**src/rtl/fpc_pkg.sv**
```systemverilog
package fpc_pkg;
  typedef enum logic [1:0] {
    OP_NONE  = 2'd0,
    OP_PROG  = 2'd1,
    OP_READ  = 2'd2,
    OP_ERASE = 2'd3
  } fpc_op_e;

  typedef enum logic [1:0] {
    ST_CFG,
    ST_BOOT,
    ST_IDLE,
    ST_BUSY
  } fpc_state_e;
endpackage

```
**src/rtl/fpc_region_guard.sv**
```systemverilog
module fpc_region_guard #(
  parameter int ADDR_W    = 16,
  parameter int N_W       = 4,
  parameter int N_MAX     = 8,
  parameter int SEG_SHIFT = 9
) (
  input  logic              lock_i,
  input  logic [N_W-1:0]    n_i,
  input  logic [ADDR_W-1:0] addr_i,
  output logic              region_en_o,
  output logic [ADDR_W-1:0] start_o,
  output logic              hit_o,
  output logic [ADDR_W-1:0] erase_last_o
);
  localparam int FW = ADDR_W + 1;
  localparam logic [FW-1:0] TOP = FW'(1) << ADDR_W;

  logic [N_W-1:0] n_eff;
  logic [FW-1:0]  span;
  logic [FW-1:0]  start_full;

  always_comb begin
    n_eff        = (n_i > N_W'(N_MAX)) ? N_W'(N_MAX) : n_i;
    span         = FW'(n_eff) << SEG_SHIFT;
    start_full   = TOP - span;
    region_en_o  = (n_eff != '0);
    start_o      = start_full[ADDR_W-1:0];
    hit_o        = lock_i && region_en_o && ({1'b0, addr_i} >= start_full);
    erase_last_o = (lock_i && region_en_o) ? (start_o - 1'b1) : '1;
  end
endmodule

```
**src/rtl/fpc_sfr_regs.sv**
```systemverilog
module fpc_sfr_regs
  import fpc_pkg::*;
#(
  parameter int              DATA_W = 8,
  parameter int              SFR_W  = 8,
  parameter logic [SFR_W-1:0] A_HI  = 8'hF4,
  parameter logic [SFR_W-1:0] A_LO  = 8'hF5,
  parameter logic [SFR_W-1:0] A_DAT = 8'hF6,
  parameter logic [SFR_W-1:0] A_CMD = 8'hF7
) (
  input  logic                clk_i,
  input  logic                rst_ni,
  input  logic [SFR_W-1:0]    sfr_addr_i,
  input  logic                sfr_wr_i,
  input  logic [DATA_W-1:0]   sfr_wdata_i,
  output logic [DATA_W-1:0]   sfr_rdata_o,
  input  logic                load_i,
  input  logic [DATA_W-1:0]   load_data_i,
  input  logic                busy_i,
  input  logic                err_i,
  output logic [2*DATA_W-1:0] addr_o,
  output logic [DATA_W-1:0]   data_o,
  output logic                cmd_wr_o,
  output fpc_op_e             cmd_o
);
  logic [DATA_W-1:0] hi_q, lo_q, data_q;

  always_ff @(posedge clk_i or negedge rst_ni) begin
    if (!rst_ni) begin
      hi_q   <= '0;
      lo_q   <= '0;
      data_q <= '0;
    end else begin
      if (sfr_wr_i && sfr_addr_i == A_HI) hi_q <= sfr_wdata_i;
      if (sfr_wr_i && sfr_addr_i == A_LO) lo_q <= sfr_wdata_i;
      // flash read result wins over a same-cycle software write
      if (load_i) data_q <= load_data_i;
      else if (sfr_wr_i && sfr_addr_i == A_DAT) data_q <= sfr_wdata_i;
    end
  end

  assign addr_o   = {hi_q, lo_q};
  assign data_o   = data_q;
  assign cmd_wr_o = sfr_wr_i && (sfr_addr_i == A_CMD);
  assign cmd_o    = fpc_op_e'(sfr_wdata_i[1:0]);

  always_comb begin
    unique case (sfr_addr_i)
      A_HI:    sfr_rdata_o = hi_q;
      A_LO:    sfr_rdata_o = lo_q;
      A_DAT:   sfr_rdata_o = data_q;
      A_CMD:   sfr_rdata_o = {busy_i, err_i, (DATA_W-2)'(0)};
      default: sfr_rdata_o = '0;
    endcase
  end
endmodule

```
**src/rtl/fpc_seq.sv**
```systemverilog
module fpc_seq
  import fpc_pkg::*;
#(
  parameter int ADDR_W = 16,
  parameter int DATA_W = 8,
  parameter int N_W    = 4
) (
  input  logic              clk_i,
  input  logic              rst_ni,
  input  logic              cfg_lock_i,
  input  logic [N_W-1:0]    cfg_n_i,
  input  logic              cfg_rdprot_i,
  output logic              lock_o,
  output logic [N_W-1:0]    n_o,
  input  logic              cmd_wr_i,
  input  fpc_op_e           cmd_i,
  input  logic [ADDR_W-1:0] addr_i,
  input  logic [DATA_W-1:0] data_i,
  input  logic              hit_i,
  input  logic              region_en_i,
  input  logic [ADDR_W-1:0] start_i,
  input  logic [ADDR_W-1:0] erase_last_i,
  output logic              fl_req_o,
  output fpc_op_e           fl_op_o,
  output logic [ADDR_W-1:0] fl_addr_o,
  output logic [DATA_W-1:0] fl_wdata_o,
  input  logic              fl_ack_i,
  input  logic [DATA_W-1:0] fl_rdata_i,
  output logic              busy_o,
  output logic              err_o,
  output logic              load_o,
  output logic [DATA_W-1:0] load_data_o,
  output logic              boot_done_o,
  output logic [ADDR_W-1:0] vector_o
);
  fpc_state_e        state_q;
  fpc_op_e           op_q;
  logic [ADDR_W-1:0] op_addr_q, vector_q;
  logic [DATA_W-1:0] wdata_q;
  logic              lock_q, rdprot_q, err_q;
  logic [N_W-1:0]    n_q;
  logic              reject;

  assign reject = (cmd_i == OP_PROG && hit_i) || (cmd_i == OP_READ && rdprot_q);

  always_ff @(posedge clk_i or negedge rst_ni) begin
    if (!rst_ni) begin
      state_q   <= ST_CFG;
      op_q      <= OP_NONE;
      op_addr_q <= '0;
      wdata_q   <= '0;
      vector_q  <= '0;
      lock_q    <= 1'b0;
      rdprot_q  <= 1'b0;
      n_q       <= '0;
      err_q     <= 1'b0;
    end else begin
      unique case (state_q)
        ST_CFG: begin
          lock_q   <= cfg_lock_i;
          n_q      <= cfg_n_i;
          rdprot_q <= cfg_rdprot_i;
          state_q  <= ST_BOOT;
        end
        ST_BOOT: if (fl_ack_i) begin
          vector_q <= (fl_rdata_i == '1 && region_en_i) ? start_i : '0;
          state_q  <= ST_IDLE;
        end
        ST_IDLE: if (cmd_wr_i && cmd_i != OP_NONE) begin
          if (reject) begin
            err_q <= 1'b1;
          end else begin
            err_q     <= 1'b0;
            op_q      <= cmd_i;
            op_addr_q <= (cmd_i == OP_ERASE) ? erase_last_i : addr_i;
            wdata_q   <= data_i;
            state_q   <= ST_BUSY;
          end
        end
        ST_BUSY: if (fl_ack_i) state_q <= ST_IDLE;
        default: state_q <= ST_IDLE;
      endcase
    end
  end

  always_comb begin
    fl_req_o  = (state_q == ST_BOOT) || (state_q == ST_BUSY);
    fl_op_o   = (state_q == ST_BOOT) ? OP_READ : op_q;
    fl_addr_o = (state_q == ST_BOOT) ? '0 : op_addr_q;
  end

  assign fl_wdata_o  = wdata_q;
  assign busy_o      = (state_q == ST_BUSY);
  assign err_o       = err_q;
  assign load_o      = (state_q == ST_BUSY) && fl_ack_i && (op_q == OP_READ);
  assign load_data_o = fl_rdata_i;
  assign boot_done_o = (state_q == ST_IDLE) || (state_q == ST_BUSY);
  assign vector_o    = vector_q;
  assign lock_o      = lock_q;
  assign n_o         = n_q;

  // a pending request keeps its address and operation until acknowledged
  assert_req_hold_R8: assert property (@(posedge clk_i) disable iff (!rst_ni)
    (fl_req_o && !fl_ack_i) |=> (fl_req_o && $stable(fl_addr_o) && $stable(fl_op_o)));

  // no read reaches the array after boot while protection is captured on
  assert_no_prot_read_R7: assert property (@(posedge clk_i) disable iff (!rst_ni)
    (boot_done_o && fl_req_o && fl_op_o == OP_READ) |-> !rdprot_q);

  // boot completes once and the captured settings stay put
  assert_boot_sticky_R9: assert property (@(posedge clk_i) disable iff (!rst_ni)
    boot_done_o |=> (boot_done_o && $stable(lock_o) && $stable(n_o) && $stable(vector_o)));
endmodule

```
**src/rtl/flash_isp_ctrl.sv**
```systemverilog
module flash_isp_ctrl
  import fpc_pkg::*;
#(
  parameter int DATA_W    = 8,
  parameter int N_W       = 4,
  parameter int N_MAX     = 8,
  parameter int SEG_SHIFT = 9,
  parameter int SFR_W     = 8
) (
  input  logic                clk_i,
  input  logic                rst_ni,
  input  logic [SFR_W-1:0]    sfr_addr_i,
  input  logic                sfr_wr_i,
  input  logic [DATA_W-1:0]   sfr_wdata_i,
  output logic [DATA_W-1:0]   sfr_rdata_o,
  input  logic                cfg_lock_i,
  input  logic [N_W-1:0]      cfg_region_n_i,
  input  logic                cfg_rd_protect_i,
  output logic                boot_done_o,
  output logic [2*DATA_W-1:0] reset_vector_o,
  output logic                fl_req_o,
  output logic [1:0]          fl_op_o,
  output logic [2*DATA_W-1:0] fl_addr_o,
  output logic [DATA_W-1:0]   fl_wdata_o,
  input  logic                fl_ack_i,
  input  logic [DATA_W-1:0]   fl_rdata_i
);
  localparam int ADDR_W = 2 * DATA_W;

  logic              lock, region_en, hit, cmd_wr, load, busy, err;
  logic [N_W-1:0]    n_cap;
  logic [ADDR_W-1:0] addr, start, erase_last;
  logic [DATA_W-1:0] data, load_data;
  fpc_op_e           cmd, op;

  fpc_sfr_regs #(.DATA_W(DATA_W), .SFR_W(SFR_W)) u_regs (
    .clk_i, .rst_ni, .sfr_addr_i, .sfr_wr_i, .sfr_wdata_i, .sfr_rdata_o,
    .load_i(load), .load_data_i(load_data), .busy_i(busy), .err_i(err),
    .addr_o(addr), .data_o(data), .cmd_wr_o(cmd_wr), .cmd_o(cmd)
  );

  fpc_region_guard #(.ADDR_W(ADDR_W), .N_W(N_W), .N_MAX(N_MAX), .SEG_SHIFT(SEG_SHIFT)) u_guard (
    .lock_i(lock), .n_i(n_cap), .addr_i(addr), .region_en_o(region_en),
    .start_o(start), .hit_o(hit), .erase_last_o(erase_last)
  );

  fpc_seq #(.ADDR_W(ADDR_W), .DATA_W(DATA_W), .N_W(N_W)) u_seq (
    .clk_i, .rst_ni, .cfg_lock_i, .cfg_n_i(cfg_region_n_i), .cfg_rdprot_i(cfg_rd_protect_i),
    .lock_o(lock), .n_o(n_cap), .cmd_wr_i(cmd_wr), .cmd_i(cmd), .addr_i(addr), .data_i(data),
    .hit_i(hit), .region_en_i(region_en), .start_i(start), .erase_last_i(erase_last),
    .fl_req_o, .fl_op_o(op), .fl_addr_o, .fl_wdata_o, .fl_ack_i, .fl_rdata_i,
    .busy_o(busy), .err_o(err), .load_o(load), .load_data_o(load_data),
    .boot_done_o, .vector_o(reset_vector_o)
  );

  assign fl_op_o = op;

  // a locked region never sees a program request
  assert_no_region_prog_R4: assert property (@(posedge clk_i) disable iff (!rst_ni)
    (fl_req_o && op == OP_PROG) |-> !(lock && region_en && fl_addr_o >= start));

  // an erase never reaches into the locked region
  assert_erase_bound_R5: assert property (@(posedge clk_i) disable iff (!rst_ni)
    (fl_req_o && op == OP_ERASE && lock && region_en) |-> (fl_addr_o < start));

  // the reset vector is zero or the region start
  assert_vector_R2: assert property (@(posedge clk_i) disable iff (!rst_ni)
    boot_done_o |-> (reset_vector_o == '0 || (region_en && reset_vector_o == start)));
endmodule

```
**config.mk**
```make
export PLATFORM = sky130hd
export DESIGN_NAME = flash_isp_ctrl
export DESIGN_NICKNAME = d
export VERILOG_FILES = /design/src/rtl/fpc_pkg.sv /design/src/rtl/fpc_region_guard.sv /design/src/rtl/fpc_sfr_regs.sv /design/src/rtl/fpc_seq.sv /design/src/rtl/flash_isp_ctrl.sv
export SDC_FILE = /design/constraint.sdc
export NUM_CORES = 1
export LEC_CHECK = 0
export ABC_AREA = 1
export BUFFER_PORTS_ARGS = -buffer_cell sky130_fd_sc_hd__clkbuf_2
export CAP_MARGIN = 20
export CORE_UTILIZATION = 45
export CTS_BUF_LIST = sky130_fd_sc_hd__clkbuf_8
export DETAILED_ROUTE_END_ITERATION = 8
export GPL_TIMING_DRIVEN = 0
export PLACE_DENSITY = 0.72
export RECOVER_POWER = 100
export SLEW_MARGIN = 20
export SYNTH_ARGS = -nofsm -noshare
export SYNTH_HDL_FRONTEND = slang
export SYNTH_SLANG_ARGS = --single-unit
```
**constraint.sdc**
```tcl
create_clock -name clk_i -period 2.3 [get_ports clk_i]
set_input_delay 0 -clock clk_i [delete_from_list [all_inputs] [get_ports clk_i]]
set_output_delay 0 -clock clk_i [all_outputs]
set_load 0.02 [all_outputs]
```
# Word level (Yosys, flattened, before mapping)
# Cells that the tools add are included.
[totals]
input_bits = 34
regBits = 75
word_cells = 70
output_inout_bits = 52
[classes]
n_lt_le_gt_ge = 2
n_bitwise = 1
muxes = 14
reduce_logical = 24
eq_ne = 15
n_addsub = 2
[op_table]
columns = ["cell", "count"]
rows = [
  ["$mux 16", 4],
  ["$eq 8x8->1 const B", 5],
  ["$pmux 8 s4", 1],
  ["$ge 16x17->1", 1],
  ["$sub 17x13->17 const A", 1],
  ["$mux 8", 2],
  ["$sub 16x1->16 const B", 1],
  ["$logic_and 1x1->1", 12],
  ["$eq 2x2->1 const B", 5],
  ["$mux 2", 4],
  ["$pmux 2 s3", 1],
  ["$reduce_and 3->1", 2],
  ["$eq 2x1->1 const B", 2],
  ["$gt 4x4->1 const B", 1],
  ["$mux 4", 1],
  ["$ne 2x1->1 const B", 2],
  ["$reduce_and 2->1", 2],
  ["$reduce_bool 2->1", 2],
  ["$reduce_bool 4->1", 1],
  ["$logic_or 1x1->1", 3],
  ["$logic_not 2->1", 1],
  ["$ne 2x2->1 const B", 1],
  ["$reduce_or 2->1", 1],
  ["$mux 1", 1],
  ["$not 1->1", 1],
]

# Longest topological paths before layout
[logic_depth]
depth_word = 10
ltp_mapped = 21
ltp_nobuf = 20

# Cells and area by module
# From an unflattened synthesis, not the netlist that was laid out.
[unflattened]
cells_unflattened = 626
area_unflattened_um2 = 4658.2
[modules_own_cells]
columns = ["mod", "cells_per_inst", "area_per_inst_um2", "instances", "seq_area_each_um2"]
rows = [
  ["fpc_seq", 345, 2587.5, 1, 1276.2],
  ["fpc_sfr_regs", 176, 1467.7, 1, 600.6],
  ["fpc_region_guard", 105, 603.1, 1, 0.0],
]

# Least setup slack after synthesis
# Ideal clock, no wire load.
[synth_timing]
path_type = "reg2reg"
start = "register u_seq.n_q[3], in the netlist u_seq.n_o[3]"
end = "register u_seq.wdata_q[0], in the netlist u_seq.fl_wdata_o[0]"
t_arrival_ns = 2.343
t_required_ns = 2.182
period_less_slack_ns = 2.461
setup_ns = 0.118
path_buffers = 1
slack_ns = -0.161
path_stages_with_launch = 19
path_cell_list = "dfrtp_1 nor2_1 inv_1 ha_1 inv_1 ha_1 a21oi_1 nand3_1 nand2_1 nand2_1 nand2_1 nand2_1 nand2_1 nand2_1 nand2_2 nand3_4 buf_6 nand2_1 nand2_1"
[synth_via]
elab_chain_cells = 9
elab_cells_between_ends = 11
classes_between = "1 x add/sub; 2 x order compare; 1 x mux; 1 x bitwise; 6 x reduce/logical"
[synth_rtl]
columns = ["item", "line_no", "rtl"]
rows = [
  ["start: declaration", "fpc_seq.sv:41", "logic [N_W-1:0] n_q;"],
  ["start signal: assignment", "fpc_seq.sv:61", "n_q <= cfg_n_i;"],
  ["$gt 4x4->1", "fpc_region_guard.sv:23", "n_eff = (n_i > N_W'(N_MAX)) ? N_W'(N_MAX) : n_i;"],
  ["$mux 4 (*)", "fpc_region_guard.sv:23", ""],
  ["$sub 17x13->17 or $reduce_bool 4->1 (tied branches)", "fpc_region_guard.sv:25, fpc_region_guard.sv:26", ""],
  ["$ge 16x17->1 or $logic_and 1x1->1 (tied branches)", "fpc_region_guard.sv:28", "hit_o = lock_i && region_en_o && ({1'b0, addr_i} >= start_full);"],
  ["$logic_and 1x1->1 (*)", "fpc_region_guard.sv:28", ""],
  ["$logic_and 1x1->1 (*)", "fpc_seq.sv:44", "assign reject = (cmd_i == OP_PROG && hit_i) || (cmd_i == OP_READ && rdprot_q);"],
  ["$logic_or 1x1->1 (*)", "fpc_seq.sv:44", ""],
  ["$not 1->1 (no line) (*)", "n/a", ""],
  ["$reduce_and 3->1 (no line) (*)", "n/a", ""],
  ["end signal: assignment", "fpc_seq.sv:76", "wdata_q <= data_i;"],
  ["end: declaration", "fpc_seq.sv:39", "logic [DATA_W-1:0] wdata_q;"],
]
# Every way passes the cells marked *; elsewhere a longest branch is shown, timed or not.
# A chain may end at the register's enable or synchronous reset.

# Worst setup path in the final report
[layout_timing]
start = "register u_seq.n_q[3], in the netlist u_seq.n_o[3]"
end = "register u_seq.op_addr_q[7]"
[layout_via]
elab_chain_cells = 9
elab_cells_between_ends = 13
classes_between = "1 x add/sub; 2 x order compare; 3 x mux; 1 x bitwise; 6 x reduce/logical"
[layout_rtl]
columns = ["item", "line_no", "rtl"]
rows = [
  ["$gt 4x4->1", "fpc_region_guard.sv:23", ""],
  ["$mux 4 (*)", "fpc_region_guard.sv:23", ""],
  ["$sub 17x13->17 or $reduce_bool 4->1 (tied branches)", "fpc_region_guard.sv:25, fpc_region_guard.sv:26", ""],
  ["$ge 16x17->1 or $logic_and 1x1->1 (tied branches)", "fpc_region_guard.sv:28, fpc_region_guard.sv:29", ""],
  ["$logic_and 1x1->1", "fpc_region_guard.sv:28", ""],
  ["$logic_and 1x1->1", "fpc_seq.sv:44", ""],
  ["$logic_or 1x1->1", "fpc_seq.sv:44", ""],
  ["$not 1->1 (no line)", "n/a", ""],
  ["$reduce_and 3->1 (no line)", "n/a", ""],
  ["end signal: assignment", "fpc_seq.sv:75", "op_addr_q <= (cmd_i == OP_ERASE) ? erase_last_i : addr_i;"],
  ["end: declaration", "fpc_seq.sv:38", "logic [ADDR_W-1:0] op_addr_q, vector_q;"],
]
# Marked as above.

==> impl_metrics.yaml <==
timing:
  setup_violations: 27
  hold_viol: 0
  rsz0062_at_grt: "yes"
  max_freq_mhz: 428
  relSlewSlack: -0.169
  fin_ws_ps: -38.9
  worst_slew_pin_slew_ps: 1750
  fin_skew_ps: 10.1
  maxSlewViolCount: 33
  min_period_ps: 2340
  timing.final.crit_share: 1.02
worst_setup_path:
  cp_slowest_cell: "dfrtp_1"
  cpPeakStageDelay_ps: 430
  critical_path_arrival_ps: 2570
  cp_max_fo: 6
  end_kind: "flop"
  crit_chain: "nor2_4, inv_2, ha_4, inv_4, ha_4, a21oi_2, nand3_2, nand2_1, nand2_1, nand2_1, nand2_1, nand2_1, nand2_2, nand2_4, nand3_4, buf_6, nand2_2, nand2_1"
  worstPathRequired_ps: 2540
  worstSetupStartpointType: "flop"
  crit_type: "flop to flop"
  cpMostUsedCell: "nand2_1"
die:
  dieArea_sq_um: 8200
  die_x_um: 90.5
  coreArea_sq_um: 7410
  initial_utilization: 0.476
  dieHeight_um: 90.5
  rows: 31
  ios: 86
synthesis:
  synthXorXnorAreaFrac: 0
  synth_top_flop_cell: "dfrtp_1"
  syn_area_sq_um: 3530
  avgSynthCellArea_sq_um: 7.73
  synth-seq-area-share: 0.461
  synthCells: 456
  ys_ff_latch: 65
  ys_warn_count: 0
  post_synth_fa_ha_maj_area_fraction: 0.0177
  synth_cell_type_count: 31
  synth-simple-area-share: 0.284
  async_flop_share: 1.00
  synth_mux_area_frac: 0
  synth_top_cell_area_share: 0.461
  synth_compound_area_frac: 0.114
  netlist_top_cells_area: "dfrtp_1 (46%), nand2_1 (14%), inv_1 (7.1%), o21ai_0 (5.4%), nand4_1 (5.1%)"
  yosysTopAreaCell: "dfrtp_1"
  synth-edff-count: 0
  synth_top_family_by_area: "simple AND/OR/NAND/NOR gates"
drt:
  firstDrtPassIters: 4
  wl_um: 9680
  drt_iter0_markers: 233
  postRouteAntennaNets: 0
  remaining_drc_errors: 0
  viasPerCell: 5.05
  vias: 3445
  drt-wirelength-per-cell_um: 14.2
global_routing:
  grt_remaining_overflow: 0
  grt_max_degree: 35
  antenna_found_initial: 0
  grt_pass1_vias: 3166
  grt_util_all_layers: 0.242
  grt_pass1_wl_um: 15300
power:
  seqPwrFrac: 0.465
  switching_share: 0.262
  p_leak_nw: 2.34
  p_int_w: 0.00195
  clkPwrFrac: 0.414
  power_per_cell_area_nw_per_um2: 576
  max-vdd-ir-drop_v: 0.000459
  p_sw_w: 0.000696
  power_frac_comb: 0.122
worst_hold_path:
  hold_class: "input pin to flop"
layout:
  antenna_cells: 0
  drive_gt1_frac: 0.221
  finalNetCount: 617
  area_growth_pct: 30.4
  utilization: 0.621
clock_tree:
  cts_tree: "yes"
  clk_latency_ps: 350
  cts_made_buffers: 9
  cts-root-buf: "clkbuf_8"
  ctsLongestPathBuffers: 2
  htreeDepth: 3
  clkSlewWorstSetupHoldPaths_ps: 80
  clock-sinks: 65
placement:
  hpwl_um: 7210
  placement.io_buffers: 76
  gp_congestion: 0.930
  dp_slack_ps: -292
outcome:
  status: "finished with violations"
  violations: "max-capacitance violations, max-slew violations, negative setup slack"
flow_run:
  drv_cap: 1
## sequential cells by signal (all words and copies together), names as in the netlist, 2 cells and up
signal            flops
u_regs.lo_q           8
u_regs.hi_q           8
u_seq.op_q            2
u_seq.state_q         2
u_regs.data_o         8
u_seq.fl_wdata_o      8
u_seq.vector_o        6
u_seq.op_addr_q      16
u_seq.n_o             4
## synth_stat cells, types with 7 or more instances
master	n
nor2_1	35
nand2_1	134
buf_4	10
clkbuf_1	8
buf_2	8
inv_1	67
nand4_1	29
o21ai_0	38
dfrtp_1	65
o21a_1	7
nand3_1	7
## power by group through the flow
stage          logic [W]  clock network [W]  registers, W
2_1_floorplan   0.000172                  0       0.00124
6_report        0.000322            0.00110       0.00123
3_3_place_gp    0.000274                  0       0.00125
5_1_grt         0.000354            0.00116       0.00123
4_1_cts         0.000316            0.00111       0.00123
3_5_place_dp    0.000284                  0       0.00125
## logic make-up after synthesis
kind of cell	count (synthesis)
AO/OA/AOI/OAI	66
other	1
buffers and inverters	98
flip-flops	65
adder cells (fa/ha/maj)	5
AND/OR/NAND/NOR	221
## metrics by stage
stage	setup TNS, ps	instance area [sq um]	instances	total power, W	hold slack, ps
2_1_floorplan	0	3570	464	0.00141	-296
3_3_place_gp	-5760	4070	639	0.00152	209
3_5_place_dp	-6600	4100	640	0.00153	7.34
4_1_cts	-233	4590	681	0.00265	19.0
5_1_grt	-9610	4600	682	0.00275	39.2
6_report	-747	4600	682	0.00265	21.0
## layout by cell type (no fill, tap or decap), drive strengths merged, types with 2 or more instances in the layout
cell           n
bufinv         2
clkinv         2
o211ai         6
dlygate4sd3   15
o21a           7
o221ai         6
ha             5
nand3          8
buf           29
o21ai         39
or2            2
inv           70
clkbuf        98
dfrtp         65
nor2          36
conb           9
a21oi          3
a22oi          2
nor4           8
nand2        135
nor3           3
nand4         29
## critical path, delay by kind of cell, from the launching register on
kind	cells	cell delay (ps)
DFF	1	430
AOI/OAI and AO/OA	1	150
adders and majority gates	2	480
buffers and inverters	3	280
and+or+nand+nor	12	860
## per-layer routing
| layer | vias to the layer above | wire length [um] | track usage |
|---|---|---|---|
| li1 | 1709 | - | - |
| met1 | 1597 | 4320 | 0.320 |
| met2 | 121 | 4680 | 0.398 |
| met3 | 18 | 478 | 0.0429 |
| met4 | 0 | 198 | 0.0887 |
| met5 | - | 0 | 0 |
## area by class of cell
| cell class | count | area (sq um) |
|---|---|---|
| fillers | 664 | 2810 |
| flip-flops and latches | 65 | 1630 |
| multi-input cells | 301 | 1590 |
| repair buffers | 103 | 589 |
| inverters | 69 | 262 |
| plain buffers | 29 | 180 |
| clock buffers | 10 | 138 |
| well taps | 99 | 124 |
| clock inverters | 6 | 90.1 |
## final timing paths
check,startpoint,endpoint,slack (ps),cells after the start
max,u_seq.n_o[3]$_DFFE_PN0N_,u_seq.op_addr_q[7]$_DFFE_PN0P_,-40,18
min,fl_rdata_i[3],u_regs.data_o[3]$_DFFE_PN0P_,20,4
max reg2reg,u_seq.n_o[3]$_DFFE_PN0N_,u_seq.op_addr_q[7]$_DFFE_PN0P_,-40,18
min reg2reg,u_seq.op_q[0]$_DFFE_PN0P_,u_seq.op_q[0]$_DFFE_PN0P_,470,2
max in group asynchronous,rst_ni,u_seq.op_addr_q[8]$_DFFE_PN0P_,250,3
min in group asynchronous,rst_ni,u_seq.rdprot_q$_DFFE_PN0N_,650,2
## repair_timing
item	CTS	global route
setup endpoints to repair	28	28
hold buffers	15	0
pin swaps	2	2
buffers inserted	8	1
cloned	2	0
endpoints found under the hold margin	52	0
resized for setup	11	21
No activity file was read; power rests on OpenSTA's default activity.
